## config.mk

```make
export PLATFORM = sky130hd
export DESIGN_NAME = pwm_aq
export DESIGN_NICKNAME = d
export VERILOG_FILES = /design/src/rtl/pwm_aq_pkg.sv /design/src/rtl/pwm_aq_ctrl.sv /design/src/rtl/pwm_aq_chan.sv /design/src/rtl/pwm_aq_dp.sv /design/src/rtl/pwm_aq.sv
export SDC_FILE = /design/constraint.sdc
export NUM_CORES = 1
export LEC_CHECK = 0
export BUFFER_PORTS_ARGS = -buffer_cell sky130_fd_sc_hd__buf_2
export CELL_PAD_IN_SITES_DETAIL_PLACEMENT = 1
export CELL_PAD_IN_SITES_GLOBAL_PLACEMENT = 1
export CORE_MARGIN = 2
export CORE_UTILIZATION = 36
export CTS_CLUSTER_SIZE = 28
export DETAILED_ROUTE_END_ITERATION = 10
export GPL_ROUTABILITY_DRIVEN = 0
export PLACE_DENSITY = 0.85
export SYNTH_ARGS = -nofsm -noshare
export SYNTH_HDL_FRONTEND = slang
export SYNTH_SLANG_ARGS = --single-unit
```

## constraint.sdc

```tcl
create_clock -name clk -period 1.9 [get_ports clk]
set_input_delay 0.095 -clock clk [delete_from_list [all_inputs] [get_ports clk]]
set_output_delay 0.095 -clock clk [all_outputs]
set_load 0.01 [all_outputs]
```

## src/rtl/pwm_aq_pkg.sv

```systemverilog
package pwm_aq_pkg;

  localparam int NUM_EVT = 7;
  localparam int ACT_W   = 2;
  localparam int TBL_W   = NUM_EVT * ACT_W;
  localparam int SEL_W   = 3;

  // event slot indices inside an action table (field order is decoded)
  localparam int EV_ZERO = 0;
  localparam int EV_PRD  = 1;
  localparam int EV_CAU  = 2;
  localparam int EV_CAD  = 3;
  localparam int EV_CBU  = 4;
  localparam int EV_CBD  = 5;
  localparam int EV_FRC  = 6;

  localparam logic [SEL_W-1:0] SOC_FORCE = 3'd6;
  localparam logic [SEL_W-1:0] SOC_OFF   = 3'd7;

  typedef enum logic [ACT_W-1:0] {
    ACT_HOLD = 2'b00,
    ACT_LOW  = 2'b01,
    ACT_HIGH = 2'b10,
    ACT_INV  = 2'b11
  } act_e;

  // strobes from control to datapath
  typedef struct packed {
    logic frcB;
    logic frcA;
    logic cbDn;
    logic cbUp;
    logic caDn;
    logic caUp;
    logic prd;
    logic zero;
  } evt_t;

  // resolution order: position 0 is lowest priority, last is highest
  function automatic int prioSlot(input int pos);
    case (pos)
      0:       prioSlot = EV_PRD;
      1:       prioSlot = EV_ZERO;
      2:       prioSlot = EV_CAD;
      3:       prioSlot = EV_CAU;
      4:       prioSlot = EV_CBD;
      5:       prioSlot = EV_CBU;
      default: prioSlot = EV_FRC;
    endcase
  endfunction

endpackage

```

## src/rtl/pwm_aq_ctrl.sv

```systemverilog
module pwm_aq_ctrl
  import pwm_aq_pkg::*;
#(
  parameter int CNT_W = 16
) (
  input  logic             clk,
  input  logic             rstN,
  input  logic [CNT_W-1:0] cntVal,
  input  logic             cntUp,
  input  logic             cntZero,
  input  logic             cntPeriod,
  input  logic             cmpAWr,
  input  logic             cmpBWr,
  input  logic [CNT_W-1:0] cmpWrData,
  input  logic             forceA,
  input  logic             forceB,
  output evt_t             evt
);

  logic [CNT_W-1:0] cmpShdA, cmpShdB;
  logic [CNT_W-1:0] cmpActA, cmpActB;
  logic             hitA, hitB;

  // shadow registers written by software
  always_ff @(posedge clk) begin
    if (!rstN) begin
      cmpShdA <= '0;
      cmpShdB <= '0;
    end else begin
      if (cmpAWr) cmpShdA <= cmpWrData;
      if (cmpBWr) cmpShdB <= cmpWrData;
    end
  end

  // active copies follow the shadows only at counter zero
  always_ff @(posedge clk) begin
    if (!rstN) begin
      cmpActA <= '0;
      cmpActB <= '0;
    end else if (cntZero) begin
      cmpActA <= cmpShdA;
      cmpActB <= cmpShdB;
    end
  end

  assign hitA = (cntVal == cmpActA);
  assign hitB = (cntVal == cmpActB);

  always_comb begin
    evt      = '0;
    evt.zero = cntZero;
    evt.prd  = cntPeriod;
    evt.caUp = hitA &  cntUp;
    evt.caDn = hitA & ~cntUp;
    evt.cbUp = hitB &  cntUp;
    evt.cbDn = hitB & ~cntUp;
    evt.frcA = forceA;
    evt.frcB = forceB;
  end

  // active compare values move only on a zero strobe
  p_active_hold_r6: assert property (@(posedge clk) disable iff (!rstN)
    !cntZero |=> ($stable(cmpActA) && $stable(cmpActB)));

  // one direction at most per compare
  p_dir_exclusive_r3: assert property (@(posedge clk) disable iff (!rstN)
    !(evt.caUp && evt.caDn) && !(evt.cbUp && evt.cbDn));

endmodule

```

## src/rtl/pwm_aq_chan.sv

```systemverilog
module pwm_aq_chan
  import pwm_aq_pkg::*;
(
  input  logic             clk,
  input  logic             rstN,
  input  evt_t             evt,
  input  logic             frc,
  input  logic [TBL_W-1:0] tbl,
  output logic             pwmOut
);

  logic [NUM_EVT-1:0] evtVec;
  act_e               actSel;
  logic               nextOut;

  assign evtVec = {frc, evt.cbDn, evt.cbUp, evt.caDn, evt.caUp, evt.prd, evt.zero};

  // walk from lowest to highest priority, later non-hold entries override
  always_comb begin
    actSel = ACT_HOLD;
    for (int pos = 0; pos < NUM_EVT; pos++) begin
      if (evtVec[prioSlot(pos)] &&
          (tbl[prioSlot(pos)*ACT_W +: ACT_W] != ACT_HOLD))
        actSel = act_e'(tbl[prioSlot(pos)*ACT_W +: ACT_W]);
    end
  end

  always_comb begin
    case (actSel)
      ACT_LOW:  nextOut = 1'b0;
      ACT_HIGH: nextOut = 1'b1;
      ACT_INV:  nextOut = ~pwmOut;
      default:  nextOut = pwmOut;
    endcase
  end

  always_ff @(posedge clk) begin
    if (!rstN) pwmOut <= 1'b0;
    else       pwmOut <= nextOut;
  end

  // no event at all leaves the output alone
  p_idle_hold_r2: assert property (@(posedge clk) disable iff (!rstN)
    (evtVec == '0) |=> $stable(pwmOut));

  // a force with a drive-high action always wins
  p_force_high_r7: assert property (@(posedge clk) disable iff (!rstN)
    (frc && tbl[EV_FRC*ACT_W +: ACT_W] == ACT_HIGH) |=> pwmOut);

  p_force_low_r7: assert property (@(posedge clk) disable iff (!rstN)
    (frc && tbl[EV_FRC*ACT_W +: ACT_W] == ACT_LOW) |=> !pwmOut);

  // force invert complements the previous level
  p_force_inv_r9: assert property (@(posedge clk) disable iff (!rstN)
    (frc && tbl[EV_FRC*ACT_W +: ACT_W] == ACT_INV) |=> (pwmOut != $past(pwmOut)));

endmodule

```

## src/rtl/pwm_aq_dp.sv

```systemverilog
module pwm_aq_dp
  import pwm_aq_pkg::*;
#(
  parameter int NUM_OUT = 2
) (
  input  logic                         clk,
  input  logic                         rstN,
  input  evt_t                         evt,
  input  logic [NUM_OUT-1:0][TBL_W-1:0] tbls,
  input  logic [SEL_W-1:0]             socSel,
  output logic [NUM_OUT-1:0]           pwmOuts,
  output logic                         socPulse
);

  logic [NUM_OUT-1:0] frcVec;
  logic               socHit;

  assign frcVec = {evt.frcB, evt.frcA};

  for (genvar g = 0; g < NUM_OUT; g++) begin : g_chan
    pwm_aq_chan u_chan (
      .clk    (clk),
      .rstN   (rstN),
      .evt    (evt),
      .frc    (frcVec[g]),
      .tbl    (tbls[g]),
      .pwmOut (pwmOuts[g])
    );
  end

  always_comb begin
    case (socSel)
      3'd0:    socHit = evt.zero;
      3'd1:    socHit = evt.prd;
      3'd2:    socHit = evt.caUp;
      3'd3:    socHit = evt.caDn;
      3'd4:    socHit = evt.cbUp;
      3'd5:    socHit = evt.cbDn;
      SOC_FORCE: socHit = |frcVec;
      default: socHit = 1'b0;
    endcase
  end

  always_ff @(posedge clk) begin
    if (!rstN) socPulse <= 1'b0;
    else       socPulse <= socHit;
  end

  // a pulse only follows a cycle that carried some event
  p_soc_cause_r10: assert property (@(posedge clk) disable iff (!rstN)
    $rose(socPulse) |-> ($past(evt) != '0));

  // the off selection never pulses
  p_soc_off_r10: assert property (@(posedge clk) disable iff (!rstN)
    (socSel == SOC_OFF) |=> !socPulse);

endmodule

```

## src/rtl/pwm_aq.sv

```systemverilog
module pwm_aq
  import pwm_aq_pkg::*;
#(
  parameter int CNT_W = 16
) (
  input  logic             clk,
  input  logic             rstN,
  input  logic [CNT_W-1:0] cntVal,
  input  logic             cntUp,
  input  logic             cntZero,
  input  logic             cntPeriod,
  input  logic             cmpAWr,
  input  logic             cmpBWr,
  input  logic [CNT_W-1:0] cmpWrData,
  input  logic [13:0]      actTblA,
  input  logic [13:0]      actTblB,
  input  logic             forceA,
  input  logic             forceB,
  input  logic [2:0]       socSel,
  output logic             pwmA,
  output logic             pwmB,
  output logic             socPulse
);

  evt_t            evt;
  logic [1:0]      pwmOuts;
  logic [1:0][TBL_W-1:0] tbls;

  assign tbls = {actTblB, actTblA};

  pwm_aq_ctrl #(.CNT_W(CNT_W)) u_ctrl (
    .clk       (clk),
    .rstN      (rstN),
    .cntVal    (cntVal),
    .cntUp     (cntUp),
    .cntZero   (cntZero),
    .cntPeriod (cntPeriod),
    .cmpAWr    (cmpAWr),
    .cmpBWr    (cmpBWr),
    .cmpWrData (cmpWrData),
    .forceA    (forceA),
    .forceB    (forceB),
    .evt       (evt)
  );

  pwm_aq_dp #(.NUM_OUT(2)) u_dp (
    .clk      (clk),
    .rstN     (rstN),
    .evt      (evt),
    .tbls     (tbls),
    .socSel   (socSel),
    .pwmOuts  (pwmOuts),
    .socPulse (socPulse)
  );

  assign pwmA = pwmOuts[0];
  assign pwmB = pwmOuts[1];

  // outputs low while reset is held
  p_reset_low_r1: assert property (@(posedge clk)
    !rstN |=> (!pwmA && !pwmB && !socPulse));

endmodule

```

==> results of run 1 <==
sequential cells by signal, indices dropped and copies added, names as in the netlist:
register	flops
u_ctrl.cmpActA	16
u_ctrl.cmpActB	16
u_ctrl.cmpShdA	16
u_ctrl.cmpShdB	16
u_dp.g_chan.u_chan.pwmOut	2
u_dp.socPulse	1
cell usage in the layout, fill, tap and decap left out, types with 3 or more instances in the layout:
cell,instances
buf_2,74
nor2_1,70
mux2i_1,69
dfxtp_1,65
xor2_1,30
dlygate4sd3_1,12
clkbuf_8,10
inv_1,9
nand2_1,9
nor4_2,6
nor2b_1,6
nand3_1,5
o221ai_1,4
clkinvlp_4,3
logic make-up after synthesis:
logic type,share of synthesized area (%)
compound gates,6.70
xor+xnor,9.26
buf+inv,3.17
flops,43.0
mux,23.6
simple gates,14.3
cell type report:
cell class,instances,area (um^2)
fillers,967,4320
multi-input cells,232,1740
clock inverters,6,41.3
flip-flops and latches,67,1340
well taps,105,131
repair buffers,91,548
clock buffers,10,138
inverters,10,37.5
worst max-delay path by stage:
stage | startpoint | endpoint | slack, ps | cells past startpoint
global route | u_ctrl.cmpActA[5]$_SDFFE_PN0P_ | u_dp.g_chan[0].u_chan.pwmOut$_SDFFE_PN0P_ | -70 | 7
detailed placement | u_ctrl.cmpActA[3]$_SDFFE_PN0P_ | u_dp.g_chan[0].u_chan.pwmOut$_SDFFE_PN0P_ | -70 | 7
CTS | u_ctrl.cmpActA[3]$_SDFFE_PN0P_ | u_dp.g_chan[0].u_chan.pwmOut$_SDFFE_PN0P_ | 2 | 7
floorplan | u_ctrl.cmpActA[3]$_SDFFE_PN0P_ | u_dp.g_chan[0].u_chan.pwmOut$_SDFFE_PN0P_ | 90 | 6
global placement | u_ctrl.cmpActA[3]$_SDFFE_PN0P_ | u_dp.g_chan[0].u_chan.pwmOut$_SDFFE_PN0P_ | 60 | 6
finish | u_ctrl.cmpActA[3]$_SDFFE_PN0P_ | u_dp.g_chan[0].u_chan.pwmOut$_SDFFE_PN0P_ | 20 | 7
synthesized netlist by cell type, types with 2 or more instances:
cell	count	area share, %
mux2i_1	69	22
nand2_1	9	1.1
o221ai_1	5	1.4
nor2_1	70	8.4
o21ai_0	2	0.32
nor2b_1	6	1.2
nor4_1	7	1.4
xor2_1	32	9.0
o22ai_1	2	0.40
clkbuf_1	15	1.8
inv_1	9	1.1
dfxtp_1	67	43
a31oi_1	2	0.40
a32oi_1	2	0.56
nand3_1	5	0.80
worst min-delay path: stages:
cell,delay [ps]
buf_2,100
mux2i_1,70
nor2_1,70
timing repair:
| item | in CTS | in global routing |
|---|---|---|
| endpoints found under the hold margin | 17 | 0 |
| endpoints found under the setup margin | 2 | 3 |
| pin swaps | 0 | 13 |
| gates resized for setup | 4 | 9 |
| hold buffers | 12 | 0 |
| buffers inserted | 0 | 0 |
routing by layer:
| metal | up-vias | wire length [um] | GRT usage, % |
|---|---|---|---|
| met2 | 74 | 4350 | 32.7 |
| li1 | 1287 | - | - |
| met5 | - | 0 | 0 |
| met1 | 1272 | 3750 | 21.7 |
| met4 | 0 | 123 | 7.58 |
| met3 | 9 | 417 | 4.32 |
report_power, final:
part | switching (mW) | internal, mW
combinational | 0.243 | 0.218
sequential | 0.0469 | 1.47
clock | 0.567 | 0.505
metrics by stage:
stage	instance area, um^2	setup slack (ps)
6_report	3980	16.4
5_1_grt	3980	-72.9
4_1_cts	3940	2.29
3_5_place_dp	3610	-75.0
3_3_place_gp	3610	56.4
2_1_floorplan	3120	87.0
==> flow_summary_export.csv, run 1 <==
group,metric,value,unit
floorplan,i_o_pin_count,75,
worst_setup_path,critical_path.cell_chain,"xor2_1 > nor4_2 > nand4_2 > buf_6 > o211a_1 > o221ai_2 > a311oi_1",
routing,route.detailed.drc,0,
grt,grt_pass1_wl,13.9,mm
timing,hold_ws,12.2,ps
min_path,hp-class,"in -> reg",
timing,max-slew-margin-rel,62.0,%
power,irDropWorstVdd,0.438,mV
power,power.density_cell_area,768,nW/um^2
layout,utilization,47.9,%
routing,postRouteAntennaNets,0,
logic_synthesis,synthesis.area_per_instance,9.60,um^2
layout,synthToLayoutAreaGrowth,27.5,%
layout,stdcell_count,521,
clock_network,cts_num_sinks,67,
logic_synthesis,synthesis.nets,397,
timing,setup_total_negative_slack,0,ps
power,total_leakage_power,1.91,nW
worst_setup_path,cpMaxStageDelayCell,"dfxtp_1",
clock_network,cts_buffer_count,9,
logic_synthesis,postSynth.asyncResetShare,0,%
run,cap_viol_max_count,0,
floorplan,rows,33,
grt,gr_ovfl_total,0,
floorplan,die_y,97.1,um
placement,post-dp-hpwl,6.19,mm
clock_network,max-clock-path-buffers,2,
clock_network,cts_tree,"done",
floorplan,design.core.area,8300,um^2
min_path,min-delay-start,"cmpWrData[0]",
grt,pin_count_of_the_biggest_net_entering_global_routing,39,
logic_synthesis,synth.lib_cells_used.distinct,38,
floorplan,fp.dieW,97.1,um
worst_setup_path,timing.reg2reg.setup_slack,20,ps
worst_setup_path,worst_r2r_endpoint,"u_dp.g_chan[0].u_chan.pwmOut$_SDFFE_PN0P_",
worst_setup_path,cp_data_required_time,2120,ps
run_status,status,"finished, final reports clean",
clock_network,cts.clk_slew.worst_paths,80,ps
timing,worst_slew_pin_slew,569,ps
routing,drt_pass1_iterations,4,
min_path,min_delay_path_depth,3,
routing,routed_wire_length_per_instance,16.6,um
timing,rsz_0062_raised_after_global_routing,"true",
logic_synthesis,syn_area,3120,um^2
worst_setup_path,worst_r2r_startpoint,"u_ctrl.cmpActA[3]$_SDFFE_PN0P_",
power,p_total,3.05,mW
timing,report.final.setup_viol,0,
grt,number_of_antenna_violations_at_the_first_check_in_global_routing,0,
timing,clock_skew,8.09,ps
worst_setup_path,critical_path_buf_inv_count,1,
timing,final-hold-violation-count,0,
routing,route.vias.total,2642,
worst_setup_path,worstSetupEndpointType,"flip-flop",
floorplan,start_util,37.6,%
worst_setup_path,timing.critical_path.arrival,2110,ps
timing,maxSlewViolCount,0,
timing,layout_min_cycle_time,1880,ps
logic_synthesis,synth-edff-count,0,
timing,max_clock_freq,531,MHz
routing,initialDrtViolationCount,85,
routing,vias_per_cell,5.07,
logic_synthesis,synth_seq_cells,67,
grt,via_count_of_the_first_global_routing_pass,2853,
grt,grt_util_all_layers,18.6,%
clock_network,ctsRootBufferMaster,"clkbuf_8",
timing,fin_crit_sh,99.1,%
routing,drt-total-wl,8.63,mm
placement,post-place-cells,493,
min_path,min_delay_worst_endpoint,"u_ctrl.cmpShdA[0]$_SDFFE_PN0P_",
clock_network,htree_levels,3,
layout,layout.nets,483,
logic_synthesis,synthCells,325,
logic_synthesis,yosys_most_used_dff,"dfxtp_1",
worst_setup_path,worst-setup-path-type,"reg -> reg",
worst_setup_path,worstRegToRegCells,7,
worst_setup_path,timing.critical_path.from_type,"flip-flop",
clock_network,clock_insertion_delay_worst_skew,350,ps
worst_setup_path,critical_path_peak_fanout,4,
layout,drive_above_1_share,26.9,%
floorplan,die-area,9430,um^2
logic_synthesis,ys_warn_count,0,
layout,antenna-diode-count,0,
placement,port_buffers,74,
worst_setup_path,worst_path_dominant_cell_family,"simple AND/OR/NAND/NOR gates",
logic_synthesis,synth_seq_area_share,43.0,%
worst_setup_path,critical_path.max_stage_delay,330,ps
No activity file was read; power rests on OpenSTA's default activity.
==> run 2, diff against run 1 <==
--- a/config.mk
+++ b/config.mk
@@ -14,6 +14,7 @@
 export DETAILED_ROUTE_END_ITERATION = 10
 export GPL_ROUTABILITY_DRIVEN = 0
 export PLACE_DENSITY = 0.85
+export SETUP_SLACK_MARGIN = 0.3
 export SYNTH_ARGS = -nofsm -noshare
 export SYNTH_HDL_FRONTEND = slang
 export SYNTH_SLANG_ARGS = --single-unit
==> flow_summary_export.csv, run 2 (synthesized netlist as in run 1, its figures left out) <==
group,metric,value,unit
timing,report.final.setup_viol,1,
worst_setup_path,cpMaxStageDelayCell,"dfxtp_1",
worst_setup_path,cp_data_required_time,2140,ps
worst_setup_path,worst-setup-path-type,"reg -> reg",
run,cap_viol_max_count,0,
run_status,failed_checks,"negative setup slack",
timing,worst_slew_pin_slew,552,ps
run_status,status,"finished, violations left",
routing,route.detailed.drc,0,
min_path,hp-class,"in -> reg",
layout,mostFrequentLayoutCell,"buf_2",
timing,fin_crit_sh,101,%
layout,area_occupied_by_multi_input_gates,1780,um^2
worst_setup_path,setup.worst_path.start,"u_ctrl.cmpActA[13]$_SDFFE_PN0P_",
timing,maxSlewViolCount,0,
worst_setup_path,timing.critical_path.arrival,2160,ps
layout,most-common-layout-cells,"75 x buf_2, 70 x nor2_1, 69 x mux2i_1, 57 x dfxtp_1, 26 x xor2_1",
routing,postRouteAntennaNets,0,
placement,port_buffers,74,
grt,pin_count_of_the_biggest_net_entering_global_routing,60,
routing,met1_wire_length,3.70,mm
timing,rsz_0062_raised_after_global_routing,"true",
routing,routed_wire_length_per_instance,16.7,um
floorplan,design.core.area,8300,um^2
min_path,min-delay-start,"cmpWrData[5]",
routing,drt-total-wl,8.72,mm
layout,synthToLayoutAreaGrowth,30.0,%
timing,max_clock_freq,520,MHz
clock_network,cts_tree,"done",
routing,wl_met3,468,um
floorplan,i_o_pin_count,75,
placement,post-place-ws,-78.2,ps
grt,grt_pass1_wl,14.4,mm
floorplan,fp.dieW,97.1,um
grt,gr_ovfl_total,0,
worst_setup_path,critical_path.cell_chain,"xor2_1 > nor4_2 > nand4_2 > buf_6 > buf_6 > a211o_1 > a31oi_1 > o22ai_1",
power,total_leakage_power,1.94,nW
worst_setup_path,critical_path.max_stage_delay,320,ps
placement,post-dp-hpwl,6.23,mm
worst_setup_path,worstSetupEndpointType,"flip-flop",
grt,grt_util_all_layers,19.2,%
floorplan,start_util,37.6,%
worst_setup_path,worst_path_dominant_cell_family,"simple AND/OR/NAND/NOR gates",
clock_network,cts.clk_slew.worst_paths,70,ps
routing,drt_pass1_iterations,4,
routing,vias_per_cell,5.07,
timing,max-slew-margin-rel,63.2,%
timing,layout_min_cycle_time,1920,ps
layout,antenna-diode-count,0,
timing,fin_ws,-22.2,ps
timing,clock_skew,4.30,ps
timing,final-hold-violation-count,0,
placement,place_area,3610,um^2
layout,ff_latch_area,1350,um^2
power,irDropWorstVdd,0.472,mV
worst_setup_path,worst_r2r_startpoint,"u_ctrl.cmpActA[13]$_SDFFE_PN0P_",
clock_network,ctsRootBufferMaster,"clkbuf_8",
floorplan,rows,33,
clock_network,cts_buffer_count,9,
clock_network,max-clock-path-buffers,2,
layout,fin_area,4060,um^2
grt,via_count_of_the_first_global_routing_pass,2945,
layout,n_fill_cell,969,
worst_setup_path,timing.critical_path.mode_cell,"buf_6",
clock_network,cts_num_sinks,67,
routing,initialDrtViolationCount,63,
clock_network,clock_insertion_delay_worst_skew,350,ps
routing,route.vias.total,2639,
worst_setup_path,critical_path_peak_fanout,4,
grt,number_of_antenna_violations_at_the_first_check_in_global_routing,0,
layout,layout.nets,485,
power,power.density_cell_area,790,nW/um^2
clock_network,htree_levels,3,
worst_setup_path,critical_path_buf_inv_count,2,
worst_setup_path,timing.critical_path.from_type,"flip-flop",
routing,routed.top_layer,"met4",
floorplan,die_y,97.1,um
routing,met2WireLength,4.40,mm
floorplan,die-area,9430,um^2
layout,drive_above_1_share,31.0,%
run 2: area by class of cell:
class | instances | share of cell area (%)
Multi-Input combinational cell | 232 | 43.8
Sequential cell | 67 | 33.4
Timing Repair Buffer | 93 | 13.8
Clock buffer | 12 | 4.07
Tap cell | 105 | 3.24
Inverter | 10 | 0.925
Clock inverter | 2 | 0.864
run 2: per-stage QoR:
step | power (mW) | utilization, % | instances | TNS, ps | hold WS [ps]
after floorplan | 1.80 | - | 325 | 0 | 217
after global placement | 1.96 | 43.6 | 493 | 0 | 345
after detailed placement | 1.98 | 43.6 | 493 | -126 | 360
after CTS | 3.22 | 48.4 | 519 | 0 | 2.45
after global routing | 3.36 | 48.9 | 521 | -212 | 9.72
final | 3.21 | 48.9 | 521 | -22.2 | 10.4
run 2: tightest hold or removal path, stage by stage:
cell     delay, ps
buf_2           90
mux2i_1         60
nor2_1          70
run 2: path summary, 6_finish.rpt:
check / endpoint / cells past startpoint / slack, ps
worst min register to register: u_ctrl.cmpActB[7]$_SDFFE_PN0P_ / 2 / 500
worst max-delay path: u_dp.g_chan[1].u_chan.pwmOut$_SDFFE_PN0P_ / 8 / -20
worst max register to register: u_dp.g_chan[1].u_chan.pwmOut$_SDFFE_PN0P_ / 8 / -20
worst min-delay path: u_ctrl.cmpShdA[5]$_SDFFE_PN0P_ / 3 / 10
run 2: metal layers:
metal  GRT usage [%]  up-vias
met5               0        -
met4            6.50        0
met3            6.26       13
met2            33.7       77
met1            22.0     1255
li1                -     1294
run 2: timing repair:
action / CTS / global route
gates resized for setup: 19 / 7
hold buffers: 7 / 1
endpoints found under the hold margin: 8 / 1
buffers inserted: 4 / 1
setup endpoints to repair: 3 / 3
pin swaps: 17 / 8
gates cloned: 1 / 0
run 2: report_power, final:
group / switching (mW) / total, mW / internal, mW
Clock: 0.524 / 1.22 / 0.697
Combinational: 0.246 / 0.463 / 0.217
Sequential: 0.0455 / 1.52 / 1.48
